===== src/rtl/sif_pkg.sv =====
package sif_pkg;
   localparam int ADDR_W    = 4;
   localparam int DATA_W    = 12;
   localparam int FRAME_W   = ADDR_W + DATA_W;
   localparam int MODE_W    = 2;
   localparam int VOLT_W    = 7;
   localparam int CYC_W     = 16;
   localparam int PULSE_W   = 10;
   localparam int POS_W     = 2;
   localparam int CH_STRIDE = 6;

   localparam logic [ADDR_W-1:0] OFS_CFG = 4'd0;
   localparam logic [ADDR_W-1:0] OFS_CYL = 4'd1;
   localparam logic [ADDR_W-1:0] OFS_CYH = 4'd2;
   localparam logic [ADDR_W-1:0] OFS_CTL = 4'd3;
   localparam logic [ADDR_W-1:0] OFS_PLS = 4'd4;
   localparam logic [ADDR_W-1:0] OFS_STP = 4'd5;

   localparam logic [ADDR_W-1:0] ADR_PWM = 4'hC;
   localparam logic [ADDR_W-1:0] ADR_DRV = 4'hD;
   localparam logic [ADDR_W-1:0] ADR_CMD = 4'hF;

   typedef struct packed {
      logic [MODE_W-1:0]  mode;
      logic [VOLT_W-1:0]  volt;
      logic [CYC_W-1:0]   cycle;
      logic               en;
      logic               rate;
      logic [PULSE_W-1:0] pulse;
   } chan_set_t;

   typedef struct packed {
      logic [1:0] ctl;
      logic [1:0] chop;
      logic [6:0] duty;
   } pwm_set_t;

   typedef struct packed {
      logic [1:0] chopmode;
      logic       isel;
      logic [2:0] clkdiv;
   } drv_set_t;
endpackage


===== src/rtl/sif_frame_rx.sv =====
module sif_frame_rx #(
   parameter int SYNC_STAGES = 2,
   parameter int FRAME_W     = 16
) (
   input  logic               clk,
   input  logic               rst_n,
   input  logic               cs_n,
   input  logic               sclk,
   input  logic               sdat,
   output logic               bit16_vld,
   output logic               frame_end,
   output logic [FRAME_W-1:0] frame_word
);
   localparam int CNT_W = $clog2(FRAME_W + 2);
   localparam logic [CNT_W-1:0] CNT_LAST = CNT_W'(FRAME_W - 1);
   localparam logic [CNT_W-1:0] CNT_FULL = CNT_W'(FRAME_W);
   localparam logic [CNT_W-1:0] CNT_OVER = CNT_W'(FRAME_W + 1);

   logic [SYNC_STAGES-1:0] cs_chain, ck_chain, dt_chain;
   logic cs_s, ck_s, dt_s, cs_d, ck_d, take;
   logic [CNT_W-1:0]   cnt, cnt_nx;
   logic [FRAME_W-1:0] sh, sh_nx;

   // synchronizer chains, one per link wire
   always_ff @(posedge clk or negedge rst_n) begin
      if (!rst_n) begin
         cs_chain <= '1;
         ck_chain <= '0;
         dt_chain <= '0;
      end else begin
         cs_chain <= {cs_chain[SYNC_STAGES-2:0], cs_n};
         ck_chain <= {ck_chain[SYNC_STAGES-2:0], sclk};
         dt_chain <= {dt_chain[SYNC_STAGES-2:0], sdat};
      end
   end

   assign cs_s = cs_chain[SYNC_STAGES-1];
   assign ck_s = ck_chain[SYNC_STAGES-1];
   assign dt_s = dt_chain[SYNC_STAGES-1];

   // a clock rise counts if select was low in the previous cycle
   assign take = ck_s & ~ck_d & ~cs_d;

   always_comb begin
      cnt_nx = cnt;
      sh_nx  = sh;
      if (take) begin
         sh_nx = {sh[FRAME_W-2:0], dt_s};
         if (cnt != CNT_OVER) cnt_nx = cnt + CNT_W'(1);
      end
   end

   assign bit16_vld  = take && (cnt == CNT_LAST);
   assign frame_end  = cs_s && !cs_d && (cnt_nx == CNT_FULL);
   assign frame_word = sh_nx;

   always_ff @(posedge clk or negedge rst_n) begin
      if (!rst_n) begin
         cs_d <= 1'b1;
         ck_d <= 1'b0;
         cnt  <= '0;
         sh   <= '0;
      end else begin
         cs_d <= cs_s;
         ck_d <= ck_s;
         sh   <= sh_nx;
         cnt  <= cs_d ? '0 : cnt_nx;
      end
   end
endmodule


===== src/rtl/sif_chan_regs.sv =====
module sif_chan_regs
   import sif_pkg::*;
#(
   parameter logic [ADDR_W-1:0] BASE       = '0,
   parameter logic [VOLT_W-1:0] INIT_VOLT  = 7'h20,
   parameter logic [CYC_W-1:0]  INIT_CYCLE = 16'h00FF
) (
   input  logic              clk,
   input  logic              rst_n,
   input  logic              clr,
   input  logic              wr_vld,
   input  logic [ADDR_W-1:0] wr_addr,
   input  logic [DATA_W-1:0] wr_data,
   output chan_set_t         act_o,
   output logic [POS_W-1:0]  pos_o,
   output logic              stop_o
);
   localparam chan_set_t INIT = '{mode: '0, volt: INIT_VOLT, cycle: INIT_CYCLE,
                                  en: 1'b0, rate: 1'b0, pulse: '0};
   localparam int HALF = CYC_W / 2;

   chan_set_t         cache, act;
   logic [ADDR_W-1:0] ofs;
   logic              hit;

   assign ofs = wr_addr - BASE;
   assign hit = wr_vld && (wr_addr >= BASE) && (ofs < ADDR_W'(CH_STRIDE));

   always_ff @(posedge clk or negedge rst_n) begin
      if (!rst_n) begin
         cache  <= INIT;
         act    <= INIT;
         pos_o  <= '0;
         stop_o <= 1'b0;
      end else if (clr) begin
         cache  <= INIT;
         act    <= INIT;
         pos_o  <= '0;
         stop_o <= 1'b0;
      end else if (hit) begin
         case (ofs)
            OFS_CFG: begin
               cache.mode <= wr_data[MODE_W+VOLT_W-1:VOLT_W];
               cache.volt <= wr_data[VOLT_W-1:0];
            end
            OFS_CYL: cache.cycle[HALF-1:0]     <= wr_data[HALF-1:0];
            OFS_CYH: cache.cycle[CYC_W-1:HALF] <= wr_data[HALF-1:0];
            OFS_CTL: begin
               cache.en   <= wr_data[1];
               cache.rate <= wr_data[0];
            end
            OFS_PLS: begin
               cache.pulse <= wr_data[PULSE_W-1:0];
               act         <= cache;
               act.pulse   <= wr_data[PULSE_W-1:0];
               pos_o       <= wr_data[DATA_W-1:DATA_W-POS_W];
            end
            OFS_STP: stop_o <= wr_data[0];
            default: ;
         endcase
      end
   end

   assign act_o = act;
endmodule


===== src/rtl/sif_glob_regs.sv =====
module sif_glob_regs
   import sif_pkg::*;
#(
   parameter logic [2:0] INIT_CLKDIV = 3'd1
) (
   input  logic              clk,
   input  logic              rst_n,
   input  logic              clr,
   input  logic              imm_vld,
   input  logic              end_vld,
   input  logic [ADDR_W-1:0] addr,
   input  logic [DATA_W-1:0] data,
   output pwm_set_t          pwm_o,
   output drv_set_t          drv_o
);
   localparam int PWM_BITS = $bits(pwm_set_t);
   localparam int DRV_BITS = $bits(drv_set_t);
   localparam drv_set_t DRV_INIT = '{chopmode: '0, isel: 1'b0, clkdiv: INIT_CLKDIV};

   wire unused_hi = ^data[DATA_W-1:PWM_BITS];

   always_ff @(posedge clk or negedge rst_n) begin
      if (!rst_n) begin
         pwm_o <= '0;
         drv_o <= DRV_INIT;
      end else if (clr) begin
         pwm_o <= '0;
         drv_o <= DRV_INIT;
      end else begin
         if (imm_vld && addr == ADR_DRV) drv_o <= drv_set_t'(data[DRV_BITS-1:0]);
         if (end_vld && addr == ADR_PWM) pwm_o <= pwm_set_t'(data[PWM_BITS-1:0]);
      end
   end
endmodule


===== src/rtl/sif_serial_regfile.sv =====
module sif_serial_regfile
   import sif_pkg::*;
#(
   parameter int          SYNC_STAGES = 2,
   parameter logic [6:0]  INIT_VOLT   = 7'h20,
   parameter logic [15:0] INIT_CYCLE  = 16'h00FF,
   parameter logic [2:0]  INIT_CLKDIV = 3'd1
) (
   input  logic        clk,
   input  logic        rst_n,
   input  logic        cs_n,
   input  logic        sclk,
   input  logic        sdat,
   output logic [1:0]  cha_mode,
   output logic [6:0]  cha_volt,
   output logic [15:0] cha_cycle,
   output logic        cha_en,
   output logic        cha_rate,
   output logic [9:0]  cha_pulse,
   output logic [1:0]  cha_pos,
   output logic        cha_stop,
   output logic [1:0]  chb_mode,
   output logic [6:0]  chb_volt,
   output logic [15:0] chb_cycle,
   output logic        chb_en,
   output logic        chb_rate,
   output logic [9:0]  chb_pulse,
   output logic [1:0]  chb_pos,
   output logic        chb_stop,
   output logic [1:0]  pwm_ctl,
   output logic [1:0]  pwm_chop,
   output logic [6:0]  pwm_duty,
   output logic [2:0]  drv_clkdiv,
   output logic        drv_isel,
   output logic [1:0]  drv_chopmode
);
   localparam int NUM_CH = 2;

   if (SYNC_STAGES < 2) begin : g_bad_sync
      $error("SYNC_STAGES must be at least 2");
   end
   if (NUM_CH * CH_STRIDE > int'(ADR_PWM)) begin : g_bad_map
      $error("channel windows overlap the shared registers");
   end

   logic               bit16_vld, frame_end, cmd_rst;
   logic [FRAME_W-1:0] frame_word;
   logic [ADDR_W-1:0]  addr;
   logic [DATA_W-1:0]  data;
   chan_set_t          ch_act [NUM_CH];
   logic [POS_W-1:0]   ch_pos [NUM_CH];
   logic               ch_stop[NUM_CH];
   pwm_set_t           pwm;
   drv_set_t           drv;

   sif_frame_rx #(.SYNC_STAGES(SYNC_STAGES), .FRAME_W(FRAME_W)) u_rx (
      .clk(clk), .rst_n(rst_n), .cs_n(cs_n), .sclk(sclk), .sdat(sdat),
      .bit16_vld(bit16_vld), .frame_end(frame_end), .frame_word(frame_word)
   );

   assign addr    = frame_word[FRAME_W-1 -: ADDR_W];
   assign data    = frame_word[DATA_W-1:0];
   assign cmd_rst = bit16_vld && (addr == ADR_CMD) && data[0];

   for (genvar c = 0; c < NUM_CH; c++) begin : g_ch
      sif_chan_regs #(
         .BASE(ADDR_W'(c * CH_STRIDE)), .INIT_VOLT(INIT_VOLT), .INIT_CYCLE(INIT_CYCLE)
      ) u_ch (
         .clk(clk), .rst_n(rst_n), .clr(cmd_rst), .wr_vld(frame_end),
         .wr_addr(addr), .wr_data(data),
         .act_o(ch_act[c]), .pos_o(ch_pos[c]), .stop_o(ch_stop[c])
      );
   end

   sif_glob_regs #(.INIT_CLKDIV(INIT_CLKDIV)) u_glob (
      .clk(clk), .rst_n(rst_n), .clr(cmd_rst), .imm_vld(bit16_vld),
      .end_vld(frame_end), .addr(addr), .data(data), .pwm_o(pwm), .drv_o(drv)
   );

   assign cha_mode  = ch_act[0].mode;
   assign cha_volt  = ch_act[0].volt;
   assign cha_cycle = ch_act[0].cycle;
   assign cha_en    = ch_act[0].en;
   assign cha_rate  = ch_act[0].rate;
   assign cha_pulse = ch_act[0].pulse;
   assign cha_pos   = ch_pos[0];
   assign cha_stop  = ch_stop[0];
   assign chb_mode  = ch_act[1].mode;
   assign chb_volt  = ch_act[1].volt;
   assign chb_cycle = ch_act[1].cycle;
   assign chb_en    = ch_act[1].en;
   assign chb_rate  = ch_act[1].rate;
   assign chb_pulse = ch_act[1].pulse;
   assign chb_pos   = ch_pos[1];
   assign chb_stop  = ch_stop[1];

   assign pwm_ctl      = pwm.ctl;
   assign pwm_chop     = pwm.chop;
   assign pwm_duty     = pwm.duty;
   assign drv_clkdiv   = drv.clkdiv;
   assign drv_isel     = drv.isel;
   assign drv_chopmode = drv.chopmode;
endmodule


===== config.mk =====
export PLATFORM = sky130hd
export DESIGN_NAME = sif_serial_regfile
export DESIGN_NICKNAME = d
export VERILOG_FILES = /design/src/rtl/sif_pkg.sv /design/src/rtl/sif_frame_rx.sv /design/src/rtl/sif_chan_regs.sv /design/src/rtl/sif_glob_regs.sv /design/src/rtl/sif_serial_regfile.sv
export SDC_FILE = /design/constraint.sdc
export NUM_CORES = 1
export LEC_CHECK = 0
export CELL_PAD_IN_SITES_DETAIL_PLACEMENT = 1
export CELL_PAD_IN_SITES_GLOBAL_PLACEMENT = 2
export CORE_MARGIN = 8
export CORE_UTILIZATION = 39
export DETAILED_ROUTE_END_ITERATION = 16
export PLACE_DENSITY = 0.95
export SETUP_SLACK_MARGIN = 0.3
export SLEW_MARGIN = 20
export SYNTH_ARGS = -nofsm -noshare
export SYNTH_HDL_FRONTEND = slang
export SYNTH_SLANG_ARGS = --single-unit

===== constraint.sdc =====
create_clock -name clk -period 4.87 [get_ports clk]
set_input_delay 0.974 -clock clk [delete_from_list [all_inputs] [get_ports clk]]
set_output_delay 0.974 -clock clk [all_outputs]
set_load 0.01 [all_outputs]

==> results_dict.tcl <==
set metrics [dict create \
    cts.sinks 180 \
    rows 51 \
    hold_depth 0 \
    powerDensity_mw_per_mm2 338 \
    wl_met1_um 9640 \
    hold_viol_final 0 \
    tns_ns 0 \
    critPathLaunch "u_rx.cnt[0]$_DFF_PN0_" \
    switching_share_pct 26.2 \
    hp-class "flop to flop" \
    syn_inst 693 \
    cts_tree "built" \
    netlist_area_mm2 0.00758 \
    hold_path_end "u_rx.cs_chain[1]$_DFF_PN1_" \
    worst_pin_slew_ns 1.03 \
    post-route-period-util_pct 76.8 \
    dieArea_mm2 0.0241 \
    pwr-share-comb_pct 7.0 \
    wire_per_inst_um 20.8 \
    port-buffer-count 101 \
    cts_hold_buf 0 \
    crit_fanout 21 \
    clock.fmax_ghz 0.267 \
    mostFrequentLayoutCells "dfrtp_1, nand2_1, clkdlybuf4s50_1" \
    cts_buffer_depth 2 \
    nets 781 \
    timing.rr.start "u_rx.cnt[0]$_DFF_PN0_" \
    p_sw_w 0.000827 \
    post_synth_num_cell_types 49 \
    drcViolationCount 0 \
    clk_latency_ns 0.44 \
    dr.pass1.iters 5 \
    place_congestion 0.881 \
    chipHeight_um 155 \
    ys_seq_area_share_pct 60.1 \
    drv_cap 0 \
    grt_max_degree 115 \
    top_layer "met4" \
    fillers 2102 \
    cp.required_ns 5.21 \
    wl_met3_um 944 \
    grt_usage_pct 18.7 \
    cp-start-kind "flop" \
    async_flop_share_pct 100 \
    cts.clk_slew.worst_paths_ns 0.07 \
    slew_headroom_pct 31.0 \
    min_period_ns 3.74 \
    ys_ff_latch 180 \
    cts_setup_buffers 0 \
    coreArea_mm2 0.0193 \
    internal-power_w 0.00233 \
    finalClockSkew_ns 0.0138 \
    wl_met2_um 10900 \
    drive_gt1_share_pct 11.6 \
    vdd_ir_drop_max_mv 0.274 \
    overflow 0 \
    start_util_pct 39.3 \
    postSynthAreaPerCell_um2 10.9 \
    hp-start "u_rx.cs_chain[0]$_DFF_PN1_" \
    ant_nets 0 \
    r2r_end "g_ch[1].u_ch.act_o[6]$_DFFE_PN0P_" \
    synth_edf_count 0 \
    rr_worst_depth 9 \
    fin_util_pct 48.5 \
    cts_buffers 17 \
    dp_hpwl_um 14500 \
    routed_wl_um 21800 \
    placed_cell_area_mm2 0.00876 \
    mostFrequentLayoutCell "dfrtp_1" \
    multi_input_area_mm2 0.00278 \
    status "complete, no violations" \
    p_seq_share_pct 49.6 \
    arrival_ns 4.08 \
    grt_pass1_vias 6117 \
    io_pins 102 \
    slew_viol_final 0 \
    final_cell_area_mm2 0.00935 \
    crit_type "flop to flop" \
    clock_power_share_pct 43.4 \
    setup_viol 0 \
    die_x_um 155 \
    leakage_nw 4.32 \
    synth_nets 702 \
    rsz0062_at_grt "no" \
    reg2reg_setup_slack_ns 1.13 \
    vias 5627 \
    grt_pass1_wl_um 35200 \
    end_kind "flop" \
    antenna_found_initial 0 \
    synthToLayoutAreaGrowth_pct 23.4 \
    drt_iter0_drc 286 \
    antenna_cells 0 \
    ff_latch_area_mm2 0.00455 \
    cts_resized 0 \
    cts_htree_levels 4 \
    ys.flop_type "dfrtp_1" \
    via_per_inst 5.36 \
    ys_warn_count 0 \
    root_buffer "clkbuf_16" \
]
state kept, by name (all words and copies together), names as in the netlist:
signal	flops
g_ch.u_ch.act_o	74
g_ch.u_ch.cache	54
u_rx.sh	16
u_glob.pwm_o	11
u_glob.drv_o	6
u_rx.cnt	5
g_ch.u_ch.pos_o	4
g_ch.u_ch.stop_o	2
u_rx.ck_chain	2
u_rx.cs_chain	2
u_rx.dt_chain	2
u_rx.ck_d	1
u_rx.cs_d	1
worst max path at each step:
stage / endpoint / slack (ns) / cells after the start
floorplan: g_ch[1].u_ch.act_o[17]$_DFFE_PN1P_ / 2.02 / 14
finish: g_ch[1].u_ch.act_o[6]$_DFFE_PN0P_ / 1.13 / 9
CTS: g_ch[1].u_ch.act_o[6]$_DFFE_PN0P_ / 1.15 / 9
global placement: g_ch[1].u_ch.act_o[0]$_DFFE_PN0P_ / 1.50 / 9
global route: g_ch[1].u_ch.act_o[6]$_DFFE_PN0P_ / 0.95 / 9
detailed placement: g_ch[1].u_ch.act_o[0]$_DFFE_PN0P_ / 1.18 / 9
final cells by class:
type	count	share of cell area, %
Clock buffer	21	4.93
Clock inverter	11	1.28
Inverter	7	0.281
Multi-Input combinational cell	458	29.7
Sequential cell	180	48.7
Tap cell	265	3.55
Timing Repair Buffer	108	11.6
cell families after synthesis:
logic type	Yosys count	share of synthesized area [%]
simple gates	289	17.8
fa+ha+maj	4	0.661
compound gates	70	5.28
flops	180	60.1
mux	92	12.3
xor+xnor	3	0.347
buf+inv	55	3.47
synth_stat cells (all sizes together), types with 3 or more instances:
library cell	n	area, um^2
ha	4	50.1
mux2i	92	933
nand4	10	75.1
nand2	136	510
buf	25	149
clkbuf	23	87.6
dfstp	40	1050
o22ai	3	18.8
inv	7	26.3
nand3	59	305
o21ai	43	215
dfrtp	140	3500
nor2	43	164
nand4bb	4	45.0
nor3	12	60.1
or3	4	25.0
a21oi	12	60.1
and3	6	37.5
worst max-delay path, cell delays in order (launching register included):
cell	delay [ns]
dfrtp_1	0.49
ha_1	0.29
and3_1	0.20
ha_1	0.27
and3b_1	0.19
a221oi_1	0.39
and2_1	0.31
and2_1	0.42
nand3_2	0.66
mux2i_1	0.41
through the flow:
step	setup WS, ns	hold slack, ns	power, W	std cells
2_1_floorplan	2.02	0.331	0.00170	693
3_3_place_gp	1.50	0.336	0.00180	1018
6_report	1.13	0.361	0.00316	1050
4_1_cts	1.15	0.363	0.00318	1050
3_5_place_dp	1.18	0.339	0.00181	1018
5_1_grt	0.955	0.368	0.00326	1050
metal layers:
metal	vias up	track usage, %
met1	2936	23.6
met3	27	4.13
li1	2529	-
met5	-	0
met2	135	31.4
met4	0	5.91
power groups by stage:
| stage | clock [W] | combinational [W] | sequential [W] |
|---|---|---|---|
| 2_1_floorplan | 0 | 0.000111 | 0.00159 |
| 3_3_place_gp | 0 | 0.000209 | 0.00159 |
| 4_1_cts | 0.00139 | 0.000223 | 0.00157 |
| 6_report | 0.00137 | 0.000221 | 0.00157 |
| 3_5_place_dp | 0 | 0.000219 | 0.00159 |
| 5_1_grt | 0.00145 | 0.000243 | 0.00157 |
No activity file was read; power rests on OpenSTA's default activity.
